[config.mk]
export PLATFORM = sky130hd
export DESIGN_NAME = pause_gen
export DESIGN_NICKNAME = d
export VERILOG_FILES = /design/src/rtl/pause_pkg.sv /design/src/rtl/pause_trigger.sv /design/src/rtl/pause_sequencer.sv /design/src/rtl/pause_byte_sel.sv /design/src/rtl/pause_gen.sv
export SDC_FILE = /design/constraint.sdc
export NUM_CORES = 1
export LEC_CHECK = 0
export BUFFER_PORTS_ARGS = -buffer_cell sky130_fd_sc_hd__buf_2
export CORE_ASPECT_RATIO = 0.8
export CORE_MARGIN = 5
export CORE_UTILIZATION = 41
export DETAILED_ROUTE_END_ITERATION = 10
export PLACE_DENSITY = 0.65
export SLEW_MARGIN = 20
export SYNTH_ARGS = -nofsm -noshare
export SYNTH_HDL_FRONTEND = slang
export SYNTH_SLANG_ARGS = --single-unit
export TNS_END_PERCENT = 10
[constraint.sdc]
create_clock -name clk -period 4.4 [get_ports clk]
set_clock_uncertainty 0.1 [all_clocks]
set_input_delay 0.88 -clock clk [delete_from_list [all_inputs] [get_ports clk]]
set_output_delay 0.88 -clock clk [all_outputs]
set_load 0.03 [all_outputs]
[src/rtl/pause_pkg.sv]
package pause_pkg;

  // Frame constants
  localparam logic [47:0] PAUSE_DST_ADDR = 48'h0180_C200_0001;
  localparam logic [15:0] MAC_CTRL_TYPE  = 16'h8808;
  localparam logic [15:0] PAUSE_OPCODE   = 16'h0001;

  // Field start positions (byte index in the frame)
  localparam int unsigned DST_AT      = 0;
  localparam int unsigned SRC_AT      = 6;
  localparam int unsigned HDR_AT      = 12;
  localparam int unsigned PAD_AT      = 18;
  localparam int unsigned MIN_FRAME   = 60;

  typedef enum logic {
    KIND_PAUSE  = 1'b0,
    KIND_RESUME = 1'b1
  } frame_kind_e;

endpackage

[src/rtl/pause_trigger.sv]
module pause_trigger #(
  parameter int unsigned FREE_W = 12
) (
  input  logic              clk,
  input  logic              rst_n,
  input  logic              full_duplex,
  input  logic              auto_en,
  input  logic              manual_req,
  input  logic [FREE_W-1:0] free_space,
  input  logic [FREE_W-1:0] watermark,
  input  logic              take_pause,
  input  logic              take_resume,
  output logic              pend_pause,
  output logic              pend_resume
);

  logic below;
  logic below_q;
  logic fire_pause;
  logic fire_resume;

  // Level compare; crossings are found against the previous edge
  assign below = (free_space < watermark);

  assign fire_pause  = full_duplex &
                       (manual_req | (auto_en & below & ~below_q));
  assign fire_resume = full_duplex & auto_en & ~below & below_q;

  always_ff @(posedge clk) begin
    if (!rst_n) begin
      below_q     <= 1'b0;
      pend_pause  <= 1'b0;
      pend_resume <= 1'b0;
    end else begin
      // Tracked in every mode so that enabling never replays a stale edge
      below_q     <= below;
      pend_pause  <= (pend_pause  & ~take_pause)  | fire_pause;
      pend_resume <= (pend_resume & ~take_resume) | fire_resume;
    end
  end

endmodule

[src/rtl/pause_sequencer.sv]
module pause_sequencer #(
  parameter int unsigned FRAME_LEN = 60,
  localparam int unsigned IDX_W    = $clog2(FRAME_LEN)
) (
  input  logic             clk,
  input  logic             rst_n,
  input  logic             pend_pause,
  input  logic             pend_resume,
  input  logic [15:0]      pause_quanta,
  input  logic [47:0]      src_mac,
  input  logic             out_ready,
  output logic             take_pause,
  output logic             take_resume,
  output logic             active,
  output logic [IDX_W-1:0] idx,
  output logic [15:0]      frame_time,
  output logic [47:0]      frame_src,
  output logic             sof,
  output logic             eof
);

  import pause_pkg::*;

  localparam logic [IDX_W-1:0] LAST_IDX = IDX_W'(FRAME_LEN - 1);

  logic        start;
  logic        last;
  frame_kind_e kind;

  assign start       = ~active & (pend_pause | pend_resume);
  // Pause outranks resume when both wait
  assign kind        = pend_pause ? KIND_PAUSE : KIND_RESUME;
  assign take_pause  = start & (kind == KIND_PAUSE);
  assign take_resume = start & (kind == KIND_RESUME);
  assign last        = (idx == LAST_IDX);

  always_ff @(posedge clk) begin
    if (!rst_n) begin
      active     <= 1'b0;
      idx        <= '0;
      frame_time <= '0;
      frame_src  <= '0;
    end else if (start) begin
      active     <= 1'b1;
      idx        <= '0;
      frame_time <= (kind == KIND_PAUSE) ? pause_quanta : 16'h0000;
      frame_src  <= src_mac;
    end else if (active && out_ready) begin
      if (last) begin
        active <= 1'b0;
        idx    <= '0;
      end else begin
        idx <= idx + 1'b1;
      end
    end
  end

  assign sof = active & (idx == '0);
  assign eof = active & last;

endmodule

[src/rtl/pause_byte_sel.sv]
module pause_byte_sel #(
  parameter int unsigned IDX_W = 6
) (
  input  logic [IDX_W-1:0] idx,
  input  logic [15:0]      frame_time,
  input  logic [47:0]      frame_src,
  output logic [7:0]       byte_o
);

  import pause_pkg::*;

  logic [31:0] pos;
  logic [47:0] hdr;

  always_comb begin
    pos    = 32'(idx);
    hdr    = {MAC_CTRL_TYPE, PAUSE_OPCODE, frame_time};
    byte_o = 8'h00;
    if (pos < SRC_AT) begin
      byte_o = 8'(PAUSE_DST_ADDR >> (8 * (SRC_AT - 1 - pos)));
    end else if (pos < HDR_AT) begin
      byte_o = 8'(frame_src >> (8 * (HDR_AT - 1 - pos)));
    end else if (pos < PAD_AT) begin
      byte_o = 8'(hdr >> (8 * (PAD_AT - 1 - pos)));
    end
  end

endmodule

[src/rtl/pause_gen.sv]
module pause_gen #(
  parameter int unsigned FREE_W    = 12,
  parameter int unsigned FRAME_LEN = 60,
  localparam int unsigned IDX_W    = $clog2(FRAME_LEN)
) (
  input  logic              clk,
  input  logic              rst_n,
  input  logic              full_duplex,
  input  logic              auto_en,
  input  logic              manual_req,
  input  logic [15:0]       pause_quanta,
  input  logic [47:0]       src_mac,
  input  logic [FREE_W-1:0] free_space,
  input  logic [FREE_W-1:0] watermark,
  input  logic              out_ready,
  output logic              out_valid,
  output logic [7:0]        out_data,
  output logic              out_sof,
  output logic              out_eof
);

  logic             pend_pause;
  logic             pend_resume;
  logic             take_pause;
  logic             take_resume;
  logic             active;
  logic [IDX_W-1:0] idx;
  logic [15:0]      frame_time;
  logic [47:0]      frame_src;

  pause_trigger #(.FREE_W(FREE_W)) u_trig (
    .clk         (clk),
    .rst_n       (rst_n),
    .full_duplex (full_duplex),
    .auto_en     (auto_en),
    .manual_req  (manual_req),
    .free_space  (free_space),
    .watermark   (watermark),
    .take_pause  (take_pause),
    .take_resume (take_resume),
    .pend_pause  (pend_pause),
    .pend_resume (pend_resume)
  );

  pause_sequencer #(.FRAME_LEN(FRAME_LEN)) u_seq (
    .clk          (clk),
    .rst_n        (rst_n),
    .pend_pause   (pend_pause),
    .pend_resume  (pend_resume),
    .pause_quanta (pause_quanta),
    .src_mac      (src_mac),
    .out_ready    (out_ready),
    .take_pause   (take_pause),
    .take_resume  (take_resume),
    .active       (active),
    .idx          (idx),
    .frame_time   (frame_time),
    .frame_src    (frame_src),
    .sof          (out_sof),
    .eof          (out_eof)
  );

  pause_byte_sel #(.IDX_W(IDX_W)) u_sel (
    .idx        (idx),
    .frame_time (frame_time),
    .frame_src  (frame_src),
    .byte_o     (out_data)
  );

  assign out_valid = active;

endmodule

==> metrics.yaml <==
setup_path:
  path_max_fanout: 19
  cp-endpoint: "out_data[7]"
  r2r_end: "u_seq.idx[4]$_SDFFE_PP0P_"
  crit_type: "reg2out"
  critPathLaunch: "u_seq.idx[1]$_SDFFE_PP0P_"
  worst_r2r_path_depth: 6
  reg2reg_slack_ns: 1.91
  critPathRequiredTime_ns: 3.42
  cp-end-kind: "primary output"
  worstPathArrival_ns: 2.70
  startpoint_type: "flip-flop"
  reg2reg_from: "u_seq.active$_SDFFE_PN0P_"
clock_tree:
  cts.path.max_buffers: 2
  cts_resized: 0
  ctsHtreeMaxLevel: 3
  clock-sinks: 74
  clockRootBuffer: "clkbuf_16"
  hold_buffers: 0
  cts_buffers: 9
  cts_setup_buffers: 0
  cts_tree: "done"
  clk_pin_slew_ns: 0.06
  clk_latency_ns: 0.33
pwr:
  combPwrFrac: 0.130
  swShare: 0.263
  p_per_area_nw_per_um2: 347
  p_int_uw: 1190
  max-vdd-ir-drop_mv: 0.217
  power_leakage_uw: 0.00195
  power.switching_uw: 426
  clkPwrFrac: 0.420
  p_seq_frac: 0.451
synth:
  syn_inst: 438
  synth-edff-count: 0
  synth-simple-area-share: 0.189
  synth_ff_type: "dfxtp_1"
  async_flop_share: 0
  synthXorXnorAreaFrac: 0.0161
  synth_compound_area_frac: 0.202
  syn_area_um2: 3800
  synth.distinct_cells: 47
  synth-seq-cells: 74
  synth.mux.area_fraction: 0.0865
  synth_area_leaders: "dfxtp_1 (39%), nand2_1 (11%), a21boi_0 (8.9%)"
  synth_top_area_share: 0.389
  synth_top_area_cell: "dfxtp_1"
  synthesis.nets: 552
  avgSynthCellArea_um2: 8.68
  synth_top_family_by_area: "compound AO/OA/AOI/OAI gates"
  synthAdderAreaFrac: 0.0658
  ys.warnings.count: 0
  synth_seq_area_share: 0.389
global_route:
  grt_pass1_vias: 3329
  antenna_found_initial: 0
  grt_overflow: 0
  grt_pass1_wl_um: 15600
  grt_max_degree: 51
  grt.total_usage: 0.170
place:
  place.gp.congestion: 0.816
  portBuffers: 104
  dp.cells: 634
  dp_hpwl_um: 7170
final_layout:
  final_nets: 644
  n_antenna_cell: 0
  layout_common_cells: "nand2_1 (112), buf_2 (104), dfxtp_1 (74)"
  mostFrequentLayoutCell: "nand2_1"
  fin_util: 0.517
  syn2layout_area_growth_pct: 22.8
  drive_gt1_frac: 0.269
  n_fill_cell: 864
  final_cells: 650
floorplanning:
  fp.dieH_um: 96.2
  pin_count: 105
  core_area_um2: 9040
  dieWidth_um: 118
  initial_core_util: 0.421
  rows: 31
  die_area_um2: 11300
timing:
  hold_ws_ns: 0.355
  finalSetupViolations: 0
  drv_slew: 0
  relSlewSlack: 0.341
  finalSetupTns_ns: 0
  finalCritPeriodShare: 0.837
  fmax_mhz: 271
  worst_pin_slew_ns: 0.986
  fin_crit_ns: 3.68
  grt_setup_unrepaired: "no"
  hold_violations: 0
route:
  routed_wl_um: 9530
  viasPerCell: 5.11
  vias: 3323
  drt_iter0_drc: 140
  ant_nets: 0
  route.detailed.drc: 0
  avgRoutedWirePerCell_um: 14.7
  firstDrtPassIters: 4
worst_hold_path:
  hold_path.class: "reg2reg"
run_status:
  status: "complete, no violations"
flow_run:
  max_cap_viol_count: 0
layout make-up:
cell class	count	area [µm²]	area share
multi-input combinational	320	2150	0.460
sequential	74	1480	0.317
timing repair buffer	108	551	0.118
clock buffer	10	229	0.0490
tap	115	144	0.0308
inverter	17	66.3	0.0142
clock inverter	6	51.3	0.0110
cell usage after synthesis (2+ instances only):
library cell    n
a21boi_0       45
a21boi_1        4
a21oi_1         4
a221oi_1        2
a22o_1         16
a22oi_1         6
and2_1          2
and3_1          2
buf_2          11
clkbuf_1       13
dfxtp_1        74
ha_1           20
inv_1          16
mux2_2         10
mux2i_1         7
mux4_2          6
nand2_1       112
nand2b_1        2
nand3_1         7
nand4_1         6
nand4b_1        3
nor2_1         22
nor2b_1         3
nor3_1          2
nor4bb_1        2
o211ai_1        2
o21a_1          3
o21ai_0         8
o22ai_1         5
xnor2_1         6
registers in the layout (all words and copies together), names as in the netlist:
register / flops
u_seq.frame_src: 48
u_seq.active: 1
u_trig.pend_pause: 1
u_seq.idx: 6
u_trig.pend_resume: 1
u_seq.frame_time: 16
u_trig.below_q: 1
critical path, stage by stage (launching register included):
cell	delay, ns
dfxtp_1	0.72
inv_1	0.17
ha_1	0.46
or4_1	0.50
a21oi_1	0.16
nand2_1	0.07
o211ai_1	0.07
buf_2	0.22
kinds of logic after synthesis:
logic type / after synthesis
buffers and inverters: 44
xor gates and xnor gates: 7
and+or+nand+nor: 166
AOI/OAI and AO/OA: 103
muxes: 24
adders and majority gates: 20
DFF: 74
stage by stage:
step	total power (µW)	cell area [µm²]	setup WS, ns
3_5_place_dp	958	4390	1.10
2_1_floorplan	876	3800	1.16
3_3_place_gp	952	4390	1.12
5_1_grt	1700	4670	0.577
6_report	1620	4670	0.716
4_1_cts	1640	4670	0.724
how the worst min path moves through the flow:
stage / startpoint / to / slack (ns) / depth (start not counted)
floorplan: u_seq.frame_src[7]$_SDFFE_PN0P_ / u_seq.frame_src[7]$_SDFFE_PN0P_ / 0.33 / 2
global placement: u_seq.frame_src[8]$_SDFFE_PN0P_ / u_seq.frame_src[8]$_SDFFE_PN0P_ / 0.34 / 2
detailed placement: u_seq.frame_src[7]$_SDFFE_PN0P_ / u_seq.frame_src[7]$_SDFFE_PN0P_ / 0.35 / 2
CTS: u_seq.frame_src[7]$_SDFFE_PN0P_ / u_seq.frame_src[7]$_SDFFE_PN0P_ / 0.36 / 2
global route: u_seq.frame_src[16]$_SDFFE_PN0P_ / u_seq.frame_src[16]$_SDFFE_PN0P_ / 0.38 / 2
finish: u_seq.frame_src[7]$_SDFFE_PN0P_ / u_seq.frame_src[7]$_SDFFE_PN0P_ / 0.36 / 2
routing by layer:
metal / vias up / track usage / wire (µm) / share of wire
met5: - / 0 / 0 / 0
met4: 0 / 0.0554 / 113 / 0.012
met3: 12 / 0.0376 / 454 / 0.048
met2: 75 / 0.283 / 4430 / 0.47
met1: 1536 / 0.221 / 4530 / 0.48
li1: 1700 / - / - / -
power by group through the flow:
| stage | logic (µW) | registers, µW | clock network (µW) |
|---|---|---|---|
| global placement | 207 | 744 | 0 |
| detailed placement | 213 | 745 | 0 |
| global route | 239 | 735 | 721 |
| CTS | 214 | 731 | 695 |
| floorplan | 137 | 739 | 0 |
| finish | 210 | 731 | 680 |
(Power assumes the default switching activity.)
